==> src/rtl/mlaneSpiPkg.sv <==
package mlaneSpiPkg;
  typedef enum logic [2:0] {
    PH_IDLE, PH_CMD, PH_ADDR, PH_DUMMY, PH_DATA, PH_TAIL
  } phase_e;

  typedef enum logic [1:0] {
    LW_ONE  = 2'd0,
    LW_TWO  = 2'd1,
    LW_FOUR = 2'd2
  } lane_e;

  typedef struct packed {
    logic  loadCmd;
    logic  loadTx;
    logic  sample;
    logic  shift;
    logic  rxPush;
    lane_e width;
  } strobe_t;
endpackage

==> src/rtl/mlane_spi_ctrl.sv <==
module mlane_spi_ctrl
  import mlaneSpiPkg::*;
#(
  parameter int HALF_DIV = 2,
  parameter int ADDR_W   = 3,
  parameter int DUMMY_W  = 5,
  parameter int DATA_W   = 8
) (
  input  logic               clk,
  input  logic               rstN,
  input  logic               start,
  input  logic [1:0]         laneMode,
  input  logic [ADDR_W-1:0]  addrBytes,
  input  logic [DUMMY_W-1:0] dummyClocks,
  input  logic [DATA_W-1:0]  dataBytes,
  input  logic               isRead,
  output logic               busy,
  output logic               done,
  output logic               csN,
  output logic               sclk,
  output logic [3:0]         ioOe,
  output logic               txTake,
  output strobe_t            strb
);
  localparam int CNT_A = (ADDR_W > DUMMY_W) ? ADDR_W : DUMMY_W;
  localparam int CNT_W = (CNT_A > DATA_W) ? CNT_A : DATA_W;
  localparam int DIV_W = (HALF_DIV > 1) ? $clog2(HALF_DIV) : 1;
  localparam logic [DIV_W-1:0] DIV_LAST = DIV_W'(HALF_DIV - 1);

  phase_e             phase, nxt, succ;
  lane_e              modeR, curWidth;
  logic [DIV_W-1:0]   divCnt;
  logic [CNT_W-1:0]   unitLeft, nxtUnits;
  logic [2:0]         beatLeft, byteBeatsM1, nxtBeats;
  logic [ADDR_W-1:0]  addrR;
  logic [DUMMY_W-1:0] dummyR;
  logic [DATA_W-1:0]  dataR;
  logic               readR, tick, rise, fall, unitEnd, lastUnit;
  logic [3:0]         laneMask, dataOe;
  logic               pinsHigh;

  function automatic lane_e toLane(input logic [1:0] m);
    case (m)
      2'd0:    return LW_ONE;
      2'd1:    return LW_TWO;
      default: return LW_FOUR;
    endcase
  endfunction

  assign tick     = (phase != PH_IDLE) && (divCnt == DIV_LAST);
  assign rise     = tick && !sclk && (phase != PH_TAIL);
  assign fall     = tick && sclk;
  assign unitEnd  = fall && (beatLeft == 3'd0);
  assign lastUnit = (unitLeft == CNT_W'(1));
  assign curWidth = (phase == PH_CMD) ? LW_ONE : modeR;

  always_comb begin
    case (modeR)
      LW_ONE:  byteBeatsM1 = 3'd7;
      LW_TWO:  byteBeatsM1 = 3'd3;
      default: byteBeatsM1 = 3'd1;
    endcase
    case (phase)
      PH_CMD:   succ = (addrR != '0) ? PH_ADDR : (dummyR != '0) ? PH_DUMMY
                     : (dataR != '0) ? PH_DATA : PH_TAIL;
      PH_ADDR:  succ = (dummyR != '0) ? PH_DUMMY : (dataR != '0) ? PH_DATA : PH_TAIL;
      PH_DUMMY: succ = (dataR != '0) ? PH_DATA : PH_TAIL;
      default:  succ = PH_TAIL;
    endcase
    nxt = lastUnit ? succ : phase;
    case (nxt)
      PH_ADDR:  nxtUnits = CNT_W'(addrR);
      PH_DUMMY: nxtUnits = CNT_W'(dummyR);
      PH_DATA:  nxtUnits = CNT_W'(dataR);
      default:  nxtUnits = CNT_W'(1);
    endcase
    nxtBeats = (nxt == PH_DUMMY) ? 3'd0 : byteBeatsM1;
  end

  always_ff @(posedge clk or negedge rstN) begin
    if (!rstN) begin
      phase    <= PH_IDLE;
      csN      <= 1'b1;
      sclk     <= 1'b0;
      done     <= 1'b0;
      divCnt   <= '0;
      unitLeft <= '0;
      beatLeft <= '0;
      modeR    <= LW_ONE;
      addrR    <= '0;
      dummyR   <= '0;
      dataR    <= '0;
      readR    <= 1'b0;
    end else begin
      done <= 1'b0;
      if (phase == PH_IDLE) begin
        if (start) begin
          phase    <= PH_CMD;
          csN      <= 1'b0;
          divCnt   <= '0;
          unitLeft <= CNT_W'(1);
          beatLeft <= 3'd7;
          modeR    <= toLane(laneMode);
          addrR    <= addrBytes;
          dummyR   <= dummyClocks;
          dataR    <= dataBytes;
          readR    <= isRead;
        end
      end else begin
        divCnt <= tick ? '0 : divCnt + 1'b1;
        if (phase == PH_TAIL) begin
          if (tick) begin
            csN   <= 1'b1;
            done  <= 1'b1;
            phase <= PH_IDLE;
          end
        end else if (rise) begin
          sclk <= 1'b1;
        end else if (fall) begin
          sclk <= 1'b0;
          if (beatLeft != 3'd0) begin
            beatLeft <= beatLeft - 3'd1;
          end else begin
            phase    <= nxt;
            unitLeft <= lastUnit ? nxtUnits : unitLeft - 1'b1;
            beatLeft <= nxtBeats;
          end
        end
      end
    end
  end

  always_comb begin
    strb.loadCmd = (phase == PH_IDLE) && start;
    strb.sample  = rise;
    strb.shift   = fall;
    strb.loadTx  = unitEnd && ((nxt == PH_ADDR) || ((nxt == PH_DATA) && !readR));
    strb.rxPush  = unitEnd && (phase == PH_DATA) && readR;
    strb.width   = curWidth;
  end
  assign txTake = strb.loadTx;
  assign busy   = (phase != PH_IDLE);

  always_comb begin
    case (modeR)
      LW_ONE:  laneMask = 4'b0001;
      LW_TWO:  laneMask = 4'b0011;
      default: laneMask = 4'b1111;
    endcase
    case (phase)
      PH_CMD:  dataOe = 4'b0001;
      PH_ADDR: dataOe = laneMask;
      PH_DATA: dataOe = readR ? 4'b0000 : laneMask;
      default: dataOe = 4'b0000;
    endcase
    pinsHigh = (phase != PH_IDLE) && ((modeR != LW_FOUR) || (phase == PH_CMD));
    ioOe = dataOe | (pinsHigh ? 4'b1100 : 4'b0000);
  end

  assert_sclk_idle_R9: assert property (@(posedge clk) disable iff (!rstN)
    csN |-> !sclk);
  assert_done_pulse_R8: assert property (@(posedge clk) disable iff (!rstN)
    done |=> !done);
  assert_done_cs_R8: assert property (@(posedge clk) disable iff (!rstN)
    done |-> (csN && $past(!csN)));
  assert_oe_idle_R1: assert property (@(posedge clk) disable iff (!rstN)
    csN |-> (ioOe == 4'b0000));

  generate
    if (HALF_DIV > 1) begin : gHold
      assert_sclk_hold_R9: assert property (@(posedge clk) disable iff (!rstN)
        $rose(sclk) |=> sclk);
    end
  endgenerate
endmodule

==> src/rtl/mlane_spi_datapath.sv <==
module mlane_spi_datapath
  import mlaneSpiPkg::*;
(
  input  logic       clk,
  input  logic       rstN,
  input  strobe_t    strb,
  input  logic [7:0] cmdByte,
  input  logic [7:0] txData,
  input  logic [3:0] ioIn,
  output logic [3:0] ioOut,
  output logic [7:0] rxData,
  output logic       rxValid
);
  logic [7:0] sr, shifted;
  logic [3:0] inBits;

  always_comb begin
    case (strb.width)
      LW_ONE:  shifted = {sr[6:0], inBits[0]};
      LW_TWO:  shifted = {sr[5:0], inBits[1:0]};
      default: shifted = {sr[3:0], inBits[3:0]};
    endcase
    case (strb.width)
      LW_ONE:  ioOut = {2'b11, 1'b0, sr[7]};
      LW_TWO:  ioOut = {2'b11, sr[7:6]};
      default: ioOut = sr[7:4];
    endcase
  end

  always_ff @(posedge clk or negedge rstN) begin
    if (!rstN) begin
      sr      <= '0;
      inBits  <= '0;
      rxData  <= '0;
      rxValid <= 1'b0;
    end else begin
      rxValid <= strb.rxPush;
      if (strb.loadCmd)     sr <= cmdByte;
      else if (strb.loadTx) sr <= txData;
      else if (strb.shift)  sr <= shifted;
      if (strb.sample) begin
        case (strb.width)
          LW_ONE:  inBits <= {3'b000, ioIn[1]};
          LW_TWO:  inBits <= {2'b00, ioIn[1:0]};
          default: inBits <= ioIn;
        endcase
      end
      if (strb.rxPush) rxData <= shifted;
    end
  end

  assert_load_excl_R10: assert property (@(posedge clk) disable iff (!rstN)
    !(strb.loadCmd && strb.loadTx));
  assert_rx_pulse_R4: assert property (@(posedge clk) disable iff (!rstN)
    rxValid |=> !rxValid);
endmodule

==> src/rtl/mlane_spi_shifter.sv <==
module mlane_spi_shifter
  import mlaneSpiPkg::*;
#(
  parameter int HALF_DIV = 2,
  parameter int ADDR_W   = 3,
  parameter int DUMMY_W  = 5,
  parameter int DATA_W   = 8
) (
  input  logic               clk,
  input  logic               rstN,
  input  logic               start,
  input  logic [7:0]         cmdByte,
  input  logic [1:0]         laneMode,
  input  logic [ADDR_W-1:0]  addrBytes,
  input  logic [DUMMY_W-1:0] dummyClocks,
  input  logic [DATA_W-1:0]  dataBytes,
  input  logic               isRead,
  input  logic [7:0]         txData,
  output logic               txTake,
  output logic [7:0]         rxData,
  output logic               rxValid,
  output logic               busy,
  output logic               done,
  output logic               csN,
  output logic               sclk,
  output logic [3:0]         ioOut,
  output logic [3:0]         ioOe,
  input  logic [3:0]         ioIn
);
  strobe_t strb;

  mlane_spi_ctrl #(
    .HALF_DIV(HALF_DIV), .ADDR_W(ADDR_W), .DUMMY_W(DUMMY_W), .DATA_W(DATA_W)
  ) ctrl_i (
    .clk(clk), .rstN(rstN), .start(start), .laneMode(laneMode),
    .addrBytes(addrBytes), .dummyClocks(dummyClocks), .dataBytes(dataBytes),
    .isRead(isRead), .busy(busy), .done(done), .csN(csN), .sclk(sclk),
    .ioOe(ioOe), .txTake(txTake), .strb(strb)
  );

  mlane_spi_datapath dp_i (
    .clk(clk), .rstN(rstN), .strb(strb), .cmdByte(cmdByte), .txData(txData),
    .ioIn(ioIn), .ioOut(ioOut), .rxData(rxData), .rxValid(rxValid)
  );

  assert_rx_in_txn_R4: assert property (@(posedge clk) disable iff (!rstN)
    rxValid |-> !csN);
endmodule

==> config.mk <==
export PLATFORM = sky130hd
export DESIGN_NAME = mlane_spi_shifter
export DESIGN_NICKNAME = d
export VERILOG_FILES = /design/src/rtl/mlaneSpiPkg.sv /design/src/rtl/mlane_spi_ctrl.sv /design/src/rtl/mlane_spi_datapath.sv /design/src/rtl/mlane_spi_shifter.sv
export SDC_FILE = /design/constraint.sdc
export NUM_CORES = 1
export LEC_CHECK = 0
export ABC_AREA = 0
export BUFFER_PORTS_ARGS = -buffer_cell sky130_fd_sc_hd__buf_2
export CAP_MARGIN = 10
export CORE_MARGIN = 4
export CORE_UTILIZATION = 50
export DETAILED_ROUTE_END_ITERATION = 12
export GPL_TIMING_DRIVEN = 0
export HOLD_SLACK_MARGIN = 0.08
export PLACE_DENSITY = 0.73
export SLEW_MARGIN = 20
export SYNTH_ARGS = -nofsm -noshare
export SYNTH_HDL_FRONTEND = slang
export SYNTH_SLANG_ARGS = --single-unit
==> constraint.sdc <==
create_clock -name clk -period 2.9 [get_ports clk]
set_clock_uncertainty 0.1 [all_clocks]
set_input_delay 0.29 -clock clk [delete_from_list [all_inputs] [get_ports clk]]
set_output_delay 0.29 -clock clk [all_outputs]
set_load 0.05 [all_outputs]
==> results.json, run 1 <==
{
  "fmax_mhz": 347,
  "boundaryPins": 64,
  "timing.critical_path.required_ns": 2.51,
  "avgRoutedWirePerCell_um": 17.2,
  "total_power_mw": 5.30,
  "finalHoldViolCount": 0,
  "worstHoldStart": "dataBytes[4]",
  "met2_usage_pct": 34.7,
  "arrival_ns": 2.49,
  "clkLatencyLatePin_ns": 0.33,
  "drive_above_1_share_pct": 32.2,
  "fin_crit_ns": 2.88,
  "grtUsageTotal_pct": 22.6,
  "htreeDepth": 3,
  "drtIter0Drc": 349,
  "layout_commonest_cell": "buf_2",
  "antenna_found_initial": 0,
  "drtPass1Iterations": 6,
  "use_met1_pct": 32.2,
  "tritoncts": "done",
  "setup_tns_ns": 0,
  "detail_route.vias_per_cell": 5.99,
  "pwr-share-comb_pct": 61.0,
  "setup_viol": 0,
  "reg2reg_depth": 11,
  "drv_cap": 0,
  "io_buffer_count": 63,
  "synth_ff_type": "dfrtp_1",
  "grt_pass1_wl_um": 13800,
  "clock-sinks": 58,
  "stdcell_count": 506,
  "final_nets": 471,
  "fp.coreArea_um2": 6350,
  "final_antenna_net_count": 0,
  "routed_wl_um": 8730,
  "grt_max_degree": 59,
  "power_switching_mw": 2.64,
  "hold_depth": 2,
  "pwr-share-seq_pct": 26.7,
  "slowest_delay_ns": 0.51,
  "synth_edf_count": 0,
  "dpl_cell_area_um2": 3700,
  "timing.hold.ws_ns": 0.0910,
  "seqCellArea_um2": 1450,
  "switching_share_pct": 49.8,
  "synthesis.nets": 390,
  "cts_root_buf": "clkbuf_8",
  "synth-seq-cells": 58,
  "cp_common_cell": "buf_6",
  "critical_path_class": "reg -> out",
  "clkPwrFrac_pct": 12.3,
  "gp_congestion": 0.931,
  "async_flop_share_pct": 100,
  "maxSlewHeadroom_pct": 49.6,
  "fin_crit_sh_pct": 99.4,
  "grt.busiest_layer": "met2",
  "end_kind": "output pin",
  "synth_cells": 344,
  "final_cell_mix": "buf_2, dfrtp_1, nand2_1, o21ai_0, mux2_2",
  "path_cells": "inv_2 > ha_2 > or4b_4 > buf_4 > nor2_1 > o221a_2 > o21ai_0 > nand3_1 > buf_6 > inv_1 > buf_6",
  "ys_seq_area_share_pct": 44.2,
  "syn_area_um2": 3280,
  "via_count": 3030,
  "final_util_pct": 63.0,
  "power_density_nw_per_um2": 1320,
  "clk_pin_slew_worst_paths_ns": 0.07,
  "syn_area_per_cell_um2": 9.55,
  "synth.distinct_cells": 60,
  "start_util_pct": 51.7,
  "rows": 29,
  "ys.warnings.count": 0,
  "hp-class": "in -> reg",
  "die_w_um": 89.1,
  "filler_cell_count": 544,
  "ir_worst_vdd_uv": 591,
  "rsz0062_at_grt": "yes",
  "cts_buffer_depth": 2,
  "power_leakage_nw": 1.92,
  "areaGrowthSynthToFinish_pct": 21.8,
  "internal-power_mw": 2.66,
  "worst_slew_pin_slew_ns": 0.756,
  "grt_pass1_vias": 2782,
  "grt-ovfl-total": 0,
  "r2r-end": "ctrl_i.unitLeft[4]",
  "die_h_um": 89.1,
  "drc_errors": 0,
  "met3_usage_pct": 4.42,
  "hpwl_um": 6290,
  "fin_area_um2": 4000,
  "status": "finished, final reports clean",
  "dp_cells": 484,
  "r2r_setup_slack_ns": 0.10,
  "slowest_stage": "or4b_4",
  "die-area_um2": 7930,
  "drv_slew": 0,
  "crit_fanout": 4,
  "numCtsBuffers": 9,
  "diodes": 0,
  "multi_input_area_um2": 1760,
  "setup_slack_ns": 0.0178,
  "min_to": "ctrl_i.dataR[4]",
  "crit-reg2reg-launch": "ctrl_i.unitLeft[1]",
  "startpoint_type": "flip-flop",
  "post-place-ws_ns": 0.0327
}
-- worst max-delay path, delay by kind of cell (launching register included) --
family / cells / cell delay [ns]
flip-flops: 1 / 0.39
adder cells (fa/ha/maj): 1 / 0.18
AO/OA/AOI/OAI: 2 / 0.36
AND/OR/NAND/NOR: 3 / 0.71
buffers and inverters: 5 / 0.53
-- registers in the layout, summed over array words and instances, names as in the netlist, 2 cells and up --
name and flops:
dp_i.inBits 4, dp_i.rxData 8, ctrl_i.beatLeft 3, ctrl_i.dummyR 5
ctrl_i.phase 3, ctrl_i.modeR 2, dp_i.sr 8, ctrl_i.addrR 3
ctrl_i.dataR 8, ctrl_i.unitLeft 8
-- cells in the mapped netlist, drive strengths merged (2+ instances only) --
cell	instances	share of area, %
o221ai	2	0.53
nand4	2	0.38
mux2i	11	3.4
a221oi	2	1.1
o31ai	6	1.5
or3	7	1.5
a211oi	2	0.46
nor2	25	3.2
inv	16	1.8
buf	7	1.1
ha	4	1.5
o311ai	2	0.53
a21oi	9	1.4
nand3	8	1.2
nor4	2	0.38
o22ai	4	0.95
o211ai	2	0.46
a22oi	15	3.4
nand3b	4	0.91
a21o	3	0.69
o21ai	39	5.9
nor3	6	1.3
mux2	25	8.6
and3	3	0.61
a31oi	4	0.76
nand2b	2	0.38
nand2	45	5.1
a2bb2oi	2	0.53
clkbuf	10	1.1
or4	2	0.57
dfrtp	57	43
-- layer usage --
metal / wire, µm / part of all wire (%) / vias to the layer above
met3: 665 / 7.6 / 17
met5: 0 / 0 / -
met1: 3830 / 44 / 1464
met4: 159 / 1.8 / 0
li1: - / - / 1419
met2: 4080 / 47 / 130
-- worst max-delay path by stage --
stage | from | end | slack [ns] | cells after the start
floorplan | ctrl_i.phase[1] | ioOe[1] | 0.25 | 4
global placement | ctrl_i.phase[2] | txTake | 0.04 | 9
detailed placement | ctrl_i.phase[2] | txTake | 0.03 | 9
CTS | ctrl_i.unitLeft[1] | txTake | 0.01 | 10
global route | ctrl_i.unitLeft[1] | txTake | -0.11 | 10
finish | ctrl_i.unitLeft[1] | txTake | 0.02 | 11
-- cell families after synthesis --
kind of cell,count (synthesis),synth area share [%]
AO/OA/AOI/OAI,101,21.0
adder cells (fa/ha/maj),4,1.52
buffers and inverters,33,4.11
flip-flops,58,44.2
multiplexers,36,11.9
AND/OR/NAND/NOR,112,17.3
-- layout make-up --
cell class                 count  area share [%]
clock buffer                  12            3.88
buffer                        17            1.97
tap                           77            2.41
sequential                    58            36.3
multi-input combinational    253            44.0
inverter                      16            1.50
timing repair buffer          70            9.54
clock inverter                 3           0.375
-- power by group through the flow --
stage	clock [mW]	sequential (mW)	combinational, mW
after floorplan	0	1.36	2.25
after global placement	0	1.39	2.91
after detailed placement	0	1.39	2.97
after CTS	0.663	1.39	3.10
after global routing	0.701	1.45	3.49
final	0.654	1.41	3.23
-- repair_timing --
item	in CTS	in global routing
setup endpoints to repair	1	5
resized for setup	9	6
buffers inserted	5	0
hold buffers	2	0
pin swaps	4	2
hold endpoints to repair	58	0
(Power assumes the default switching activity.)
==> run 2: changes to the inputs <==
--- a/config.mk
+++ b/config.mk
@@ -8,12 +8,14 @@
 export ABC_AREA = 0
 export BUFFER_PORTS_ARGS = -buffer_cell sky130_fd_sc_hd__buf_2
 export CAP_MARGIN = 10
+export CORE_ASPECT_RATIO = 1.1
 export CORE_MARGIN = 4
 export CORE_UTILIZATION = 50
 export DETAILED_ROUTE_END_ITERATION = 12
 export GPL_TIMING_DRIVEN = 0
 export HOLD_SLACK_MARGIN = 0.08
 export PLACE_DENSITY = 0.73
+export SKIP_LAST_GASP = 1
 export SLEW_MARGIN = 20
 export SYNTH_ARGS = -nofsm -noshare
 export SYNTH_HDL_FRONTEND = slang
==> run 2 against run 1 <==
Effect of this change: via count grew 0.20%; global-route usage increased by 0.85 points; hold slack got worse by 0.0012 ns; sequential power hardly changed; die area about the same; count of clock-buffer cells in the layout fell by 1; cell area increased by 4.2%; setup slack improved by 0.043 ns; clock power is 54% higher; critical path depth decreased by 3; register-to-register slack worse by 0.03 ns; first-iteration DRC count decreased by 12%; highest routed layer unchanged.
==> results.json, run 2 (synthesis gave the netlist of run 1 again) <==
{
  "status": "finished, final reports clean",
  "clock-sinks": 58,
  "drc_errors": 0,
  "final_cell_mix": "buf_2, dfrtp_1, nand2_1, o21ai_0, mux2_2",
  "grt_max_degree": 59,
  "timing.critical_path.required_ns": 2.51,
  "dp_cells": 487,
  "cp-startpoint": "ctrl_i.dataR[1]",
  "die-area_um2": 7930,
  "diodes": 0,
  "setup_slack_ns": 0.0605,
  "clkLatencyLatePin_ns": 0.34,
  "via_count": 3036,
  "hp-class": "in -> reg",
  "grt-ovfl-total": 0,
  "drtPass1Iterations": 5,
  "drtIter0Drc": 308,
  "fin_crit_sh_pct": 97.9,
  "drv_cap": 0,
  "startpoint_type": "flip-flop",
  "gp_congestion": 0.898,
  "pwr-share-comb_pct": 57.4,
  "htreeDepth": 3,
  "grtUsageTotal_pct": 23.4,
  "grt_pass1_vias": 3039,
  "areaGrowthSynthToFinish_pct": 26.9,
  "worstHoldStart": "cmdByte[4]",
  "worst_slew_pin_slew_ns": 0.745,
  "finalHoldViolCount": 0,
  "detail_route.vias_per_cell": 5.86,
  "hold_depth": 3,
  "end_kind": "output pin",
  "min_to": "dp_i.sr[4]",
  "avgRoutedWirePerCell_um": 17.3,
  "arrival_ns": 2.45,
  "stdcell_count": 518,
  "ir_worst_vdd_uv": 669,
  "filler_cell_count": 510,
  "io_buffer_count": 63,
  "final_nets": 479,
  "switching_share_pct": 47.0,
  "r2r_setup_slack_ns": 0.07,
  "setup_viol": 0,
  "rows": 30,
  "reg2reg_depth": 10,
  "rsz0062_at_grt": "yes",
  "clk_pin_slew_worst_paths_ns": 0.07,
  "fp.coreArea_um2": 6270,
  "multi_input_area_um2": 1750,
  "grt_pass1_wl_um": 14700,
  "power_density_nw_per_um2": 1360,
  "power_leakage_nw": 2.00,
  "cts_buffer_depth": 2,
  "antenna_found_initial": 0,
  "layout_commonest_cell": "buf_2",
  "fin_crit_ns": 2.84,
  "crit_fanout": 4,
  "critical_path_class": "reg -> out",
  "final_antenna_net_count": 0,
  "die_h_um": 93.0,
  "drive_above_1_share_pct": 31.1,
  "pwr-share-seq_pct": 24.8,
  "r2r-end": "ctrl_i.unitLeft[4]",
  "cts_root_buf": "clkbuf_8",
  "clkPwrFrac_pct": 17.8,
  "routed_wl_um": 8960,
  "internal-power_mw": 3.00,
  "boundaryPins": 64,
  "numCtsBuffers": 9,
  "seqCellArea_um2": 1450,
  "crit-reg2reg-launch": "ctrl_i.unitLeft[1]",
  "die_w_um": 85.3,
  "power_switching_mw": 2.66,
  "tritoncts": "done",
  "drv_slew": 0,
  "fmax_mhz": 352,
  "hpwl_um": 6370,
  "maxSlewHeadroom_pct": 50.4,
  "post-place-ws_ns": 0.00343,
  "start_util_pct": 52.4
}
-- run 2: worst max path at each step --
stage | end | slack, ns | depth (start not counted)
6_report | txTake | 0.06 | 8
5_1_grt | txTake | -0.08 | 8
4_1_cts | txTake | 0.03 | 10
3_5_place_dp | txTake | 0.003 | 9
3_3_place_gp | txTake | 0.01 | 9
2_1_floorplan | ioOe[1] | 0.25 | 4
-- run 2: power by group through the flow --
| stage | combinational, mW | clock [mW] | sequential [mW] |
|---|---|---|---|
| finish | 3.25 | 1.01 | 1.41 |
| global route | 3.52 | 1.06 | 1.44 |
| CTS | 3.18 | 1.02 | 1.40 |
| detailed placement | 2.95 | 0 | 1.40 |
| global placement | 2.91 | 0 | 1.39 |
| floorplan | 2.25 | 0 | 1.36 |
-- run 2: what timing repair did --
item / in CTS / in global routing
setup buffers: 5 / 0
hold buffers: 9 / 1
endpoints found under the setup margin: 1 / 5
pin swaps: 4 / 1
hold endpoints to repair: 65 / 1
gates resized for setup: 13 / 1
-- run 2: metrics by stage --
stage	utilization [%]	hold WS [ns]	TNS (ns)	power, mW	cell area [µm²]
6_report	66.5	0.0898	0	5.66	4170
5_1_grt	66.5	0.0879	-0.114	6.03	4170
3_5_place_dp	59.1	0.300	0	4.35	3700
3_3_place_gp	59.0	0.364	0	4.30	3700
4_1_cts	66.2	0.0810	0	5.59	4150
2_1_floorplan	-	-0.106	0	3.61	3280
-- run 2: per-layer routing --
layer | vias to the layer above | GRT usage [%] | part of all wire [%]
li1 | 1437 | - | -
met1 | 1474 | 30.3 | 42
met2 | 114 | 39.3 | 50
met3 | 11 | 5.11 | 6.6
met4 | 0 | 6.86 | 1.1
met5 | - | 0 | 0
-- run 2: worst max-delay path, cell delays in order (launching register included) --
cell      delay, ns
dfrtp_1        0.41
nor4_1         0.55
nand2_1        0.20
a221oi_4       0.47
nor2_4         0.08
nand3_1        0.11
buf_6          0.11
inv_1          0.04
buf_6          0.14
-- run 2: cell type report --
type / instances / area share, %
Multi-Input combinational cell: 253 / 41.9
Sequential cell: 58 / 34.9
Timing Repair Buffer: 78 / 11.1
Clock buffer: 11 / 3.39
Clock inverter: 5 / 3.00
Tap cell: 80 / 2.40
Buffer: 17 / 1.89
Inverter: 16 / 1.44
==> run 3: changes to the inputs <==
--- a/config.mk
+++ b/config.mk
@@ -10,11 +10,11 @@
 export CAP_MARGIN = 10
 export CORE_ASPECT_RATIO = 1.1
 export CORE_MARGIN = 4
-export CORE_UTILIZATION = 50
+export CORE_UTILIZATION = 45
 export DETAILED_ROUTE_END_ITERATION = 12
 export GPL_TIMING_DRIVEN = 0
 export HOLD_SLACK_MARGIN = 0.08
-export PLACE_DENSITY = 0.73
+export PLACE_DENSITY = 0.67
 export SKIP_LAST_GASP = 1
 export SLEW_MARGIN = 20
 export SYNTH_ARGS = -nofsm -noshare
==> run 3 against run 2 <==
Effect of this change: critical path depth increased by 2; combinational power about the same; clock power decreased by 11%; power decreased by 2.1%; fmax decreased by 0.42%; count of clock-buffer cells in the layout unchanged; register-to-register slack improved by 0.05 ns; hold slack got worse by 0.0045 ns; sequential share of layout area increased by 0.14 points; cell count increased by 1.7%; critical path type unchanged; critical endpoint unchanged; largest power group unchanged; highest routed layer unchanged.
==> results.json, run 3 (synthesis gave the netlist of run 1 again) <==
{
  "tritoncts": "done",
  "via_count": 3077,
  "drv_slew": 0,
  "power_leakage_nw": 1.99,
  "grtUsageTotal_pct": 21.4,
  "setup_viol": 0,
  "crit_family": "simple AND/OR/NAND/NOR gates",
  "crit_fanout": 5,
  "path_cells": "inv_1 > ha_1 > or4b_4 > a311oi_2 > o22ai_2 > nor2_4 > nand3_1 > buf_6 > inv_1 > buf_6",
  "fp.coreArea_um2": 7050,
  "areaGrowthSynthToFinish_pct": 26.4,
  "clkLatencyLatePin_ns": 0.33,
  "worstHoldStart": "addrBytes[2]",
  "grt_pass1_wl_um": 14800,
  "die-area_um2": 8730,
  "hpwl_um": 6360,
  "grt_max_degree": 59,
  "maxSlewHeadroom_pct": 51.9,
  "antenna_found_initial": 0,
  "drtIter0Drc": 209,
  "end_kind": "output pin",
  "ir_worst_vdd_uv": 831,
  "fin_crit_ns": 2.85,
  "cp.buffers_inverters": 4,
  "fmax_mhz": 351,
  "drc_errors": 0,
  "hp-class": "in -> reg",
  "final_nets": 483,
  "clk_pin_slew_worst_paths_ns": 0.07,
  "rsz0062_at_grt": "yes",
  "startpoint_type": "flip-flop",
  "cp-startpoint": "ctrl_i.unitLeft[1]",
  "wl_met1_um": 3930,
  "fin_area_um2": 4150,
  "avgRoutedWirePerCell_um": 16.9,
  "dpl_cell_area_um2": 3710,
  "status": "finished, final reports clean",
  "die_h_um": 97.6,
  "power_density_nw_per_um2": 1340,
  "cts_buffer_depth": 2,
  "finalHoldViolCount": 0,
  "htreeDepth": 3,
  "timing.critical_path.required_ns": 2.51,
  "crit-reg2reg-launch": "ctrl_i.unitLeft[1]",
  "io_buffer_count": 63,
  "drtPass1Iterations": 5,
  "grt-ovfl-total": 0,
  "drv_cap": 0,
  "die_w_um": 89.5,
  "cts_root_buf": "clkbuf_8",
  "grt_pass1_vias": 2998,
  "numCtsBuffers": 9,
  "diodes": 0,
  "top_layer": "met4",
  "boundaryPins": 64,
  "worst_slew_pin_slew_ns": 0.721,
  "arrival_ns": 2.46,
  "routed_wl_um": 8880,
  "fin_crit_sh_pct": 98.3,
  "wl_met2_um": 4160,
  "total_power_mw": 5.54,
  "gp_congestion": 0.900,
  "final_cell_mix": "buf_2, dfrtp_1, nand2_1, o21ai_0, mux2_2",
  "wl_met3_um": 605,
  "drive_above_1_share_pct": 30.5,
  "critical_path_class": "reg -> out",
  "final_antenna_net_count": 0,
  "rows": 32,
  "slowest_stage": "or4b_4",
  "slowest_delay_ns": 0.52,
  "detail_route.vias_per_cell": 5.84,
  "clock-sinks": 58,
  "layout_commonest_cell": "buf_2",
  "start_util_pct": 46.6
}
[run 3: changes by cell type in the layout (fill, tap and decap cells not counted), sizes merged]
cell | previous run | this run
bufinv | 4 | 3
dlygate4sd3 | 10 | 12
buf | 75 | 77
clkinvlp | 0 | 1
[run 3: area by class of cell]
cell class	instances	area [µm²]
repair buffers	82	497
well taps	85	106
clock inverters	5	103
fillers	639	2900
plain buffers	17	78.8
multi-input cells	253	1720
flip-flops and latches	58	1450
clock buffers	11	131
inverters	16	60.1
[run 3: worst paths after layout]
path                            slack, ns            endpoint  cells after the start
worst max-delay path                 0.05              txTake                     10
worst min-delay path                 0.09     ctrl_i.addrR[2]                      2
worst max register to register       0.12  ctrl_i.unitLeft[4]                     10
worst min register to register       0.39          ctrl_i.csN                      2
max in group asynchronous            1.75         ctrl_i.done                      2
min in group asynchronous            0.45     ctrl_i.dataR[7]                      2
[run 3: repair_timing]
item	CTS	global route
pin swaps	4	2
hold endpoints to repair	68	0
gates cloned	0	0
hold buffers	12	0
gates resized for setup	8	1
buffers inserted	5	2
endpoints found under the setup margin	1	6
[run 3: worst register-to-register path: stages (launching register included)]
cell and delay (ns):
dfrtp_1 0.38, inv_1 0.10, ha_1 0.18, or4b_4 0.52, a311oi_2 0.25, o22ai_2 0.14, buf_4 0.17, o21ai_1 0.33
a2bb2oi_1 0.23, a221oi_1 0.11, a21o_1 0.17
[run 3: where the power goes]
part	total, mW	switching [mW]	leakage (nW)	internal [mW]
Sequential	1.40	0.294	0.725	1.10
Clock	0.899	0.329	0.114	0.570
Combinational	3.25	2.00	1.15	1.24
[run 3: metrics by stage]
step | setup TNS, ns | std cells | utilization [%] | setup slack, ns | hold slack, ns
after floorplan | 0 | 344 | - | 0.247 | -0.106
final | 0 | 527 | 58.9 | 0.0486 | 0.0853
after global placement | 0 | 492 | 52.6 | 0.0259 | 0.363
after CTS | 0 | 525 | 58.6 | 0.00832 | 0.0806
after global routing | -0.123 | 527 | 58.9 | -0.123 | 0.0863
after detailed placement | -0.0181 | 492 | 52.6 | -0.0181 | 0.306
[run 3: metal layers]
metal | vias up | global-route usage, %
li1 | 1452 | -
met1 | 1486 | 30.3
met5 | - | 0
met2 | 120 | 32.3
met4 | 0 | 6.87
met3 | 19 | 4.92
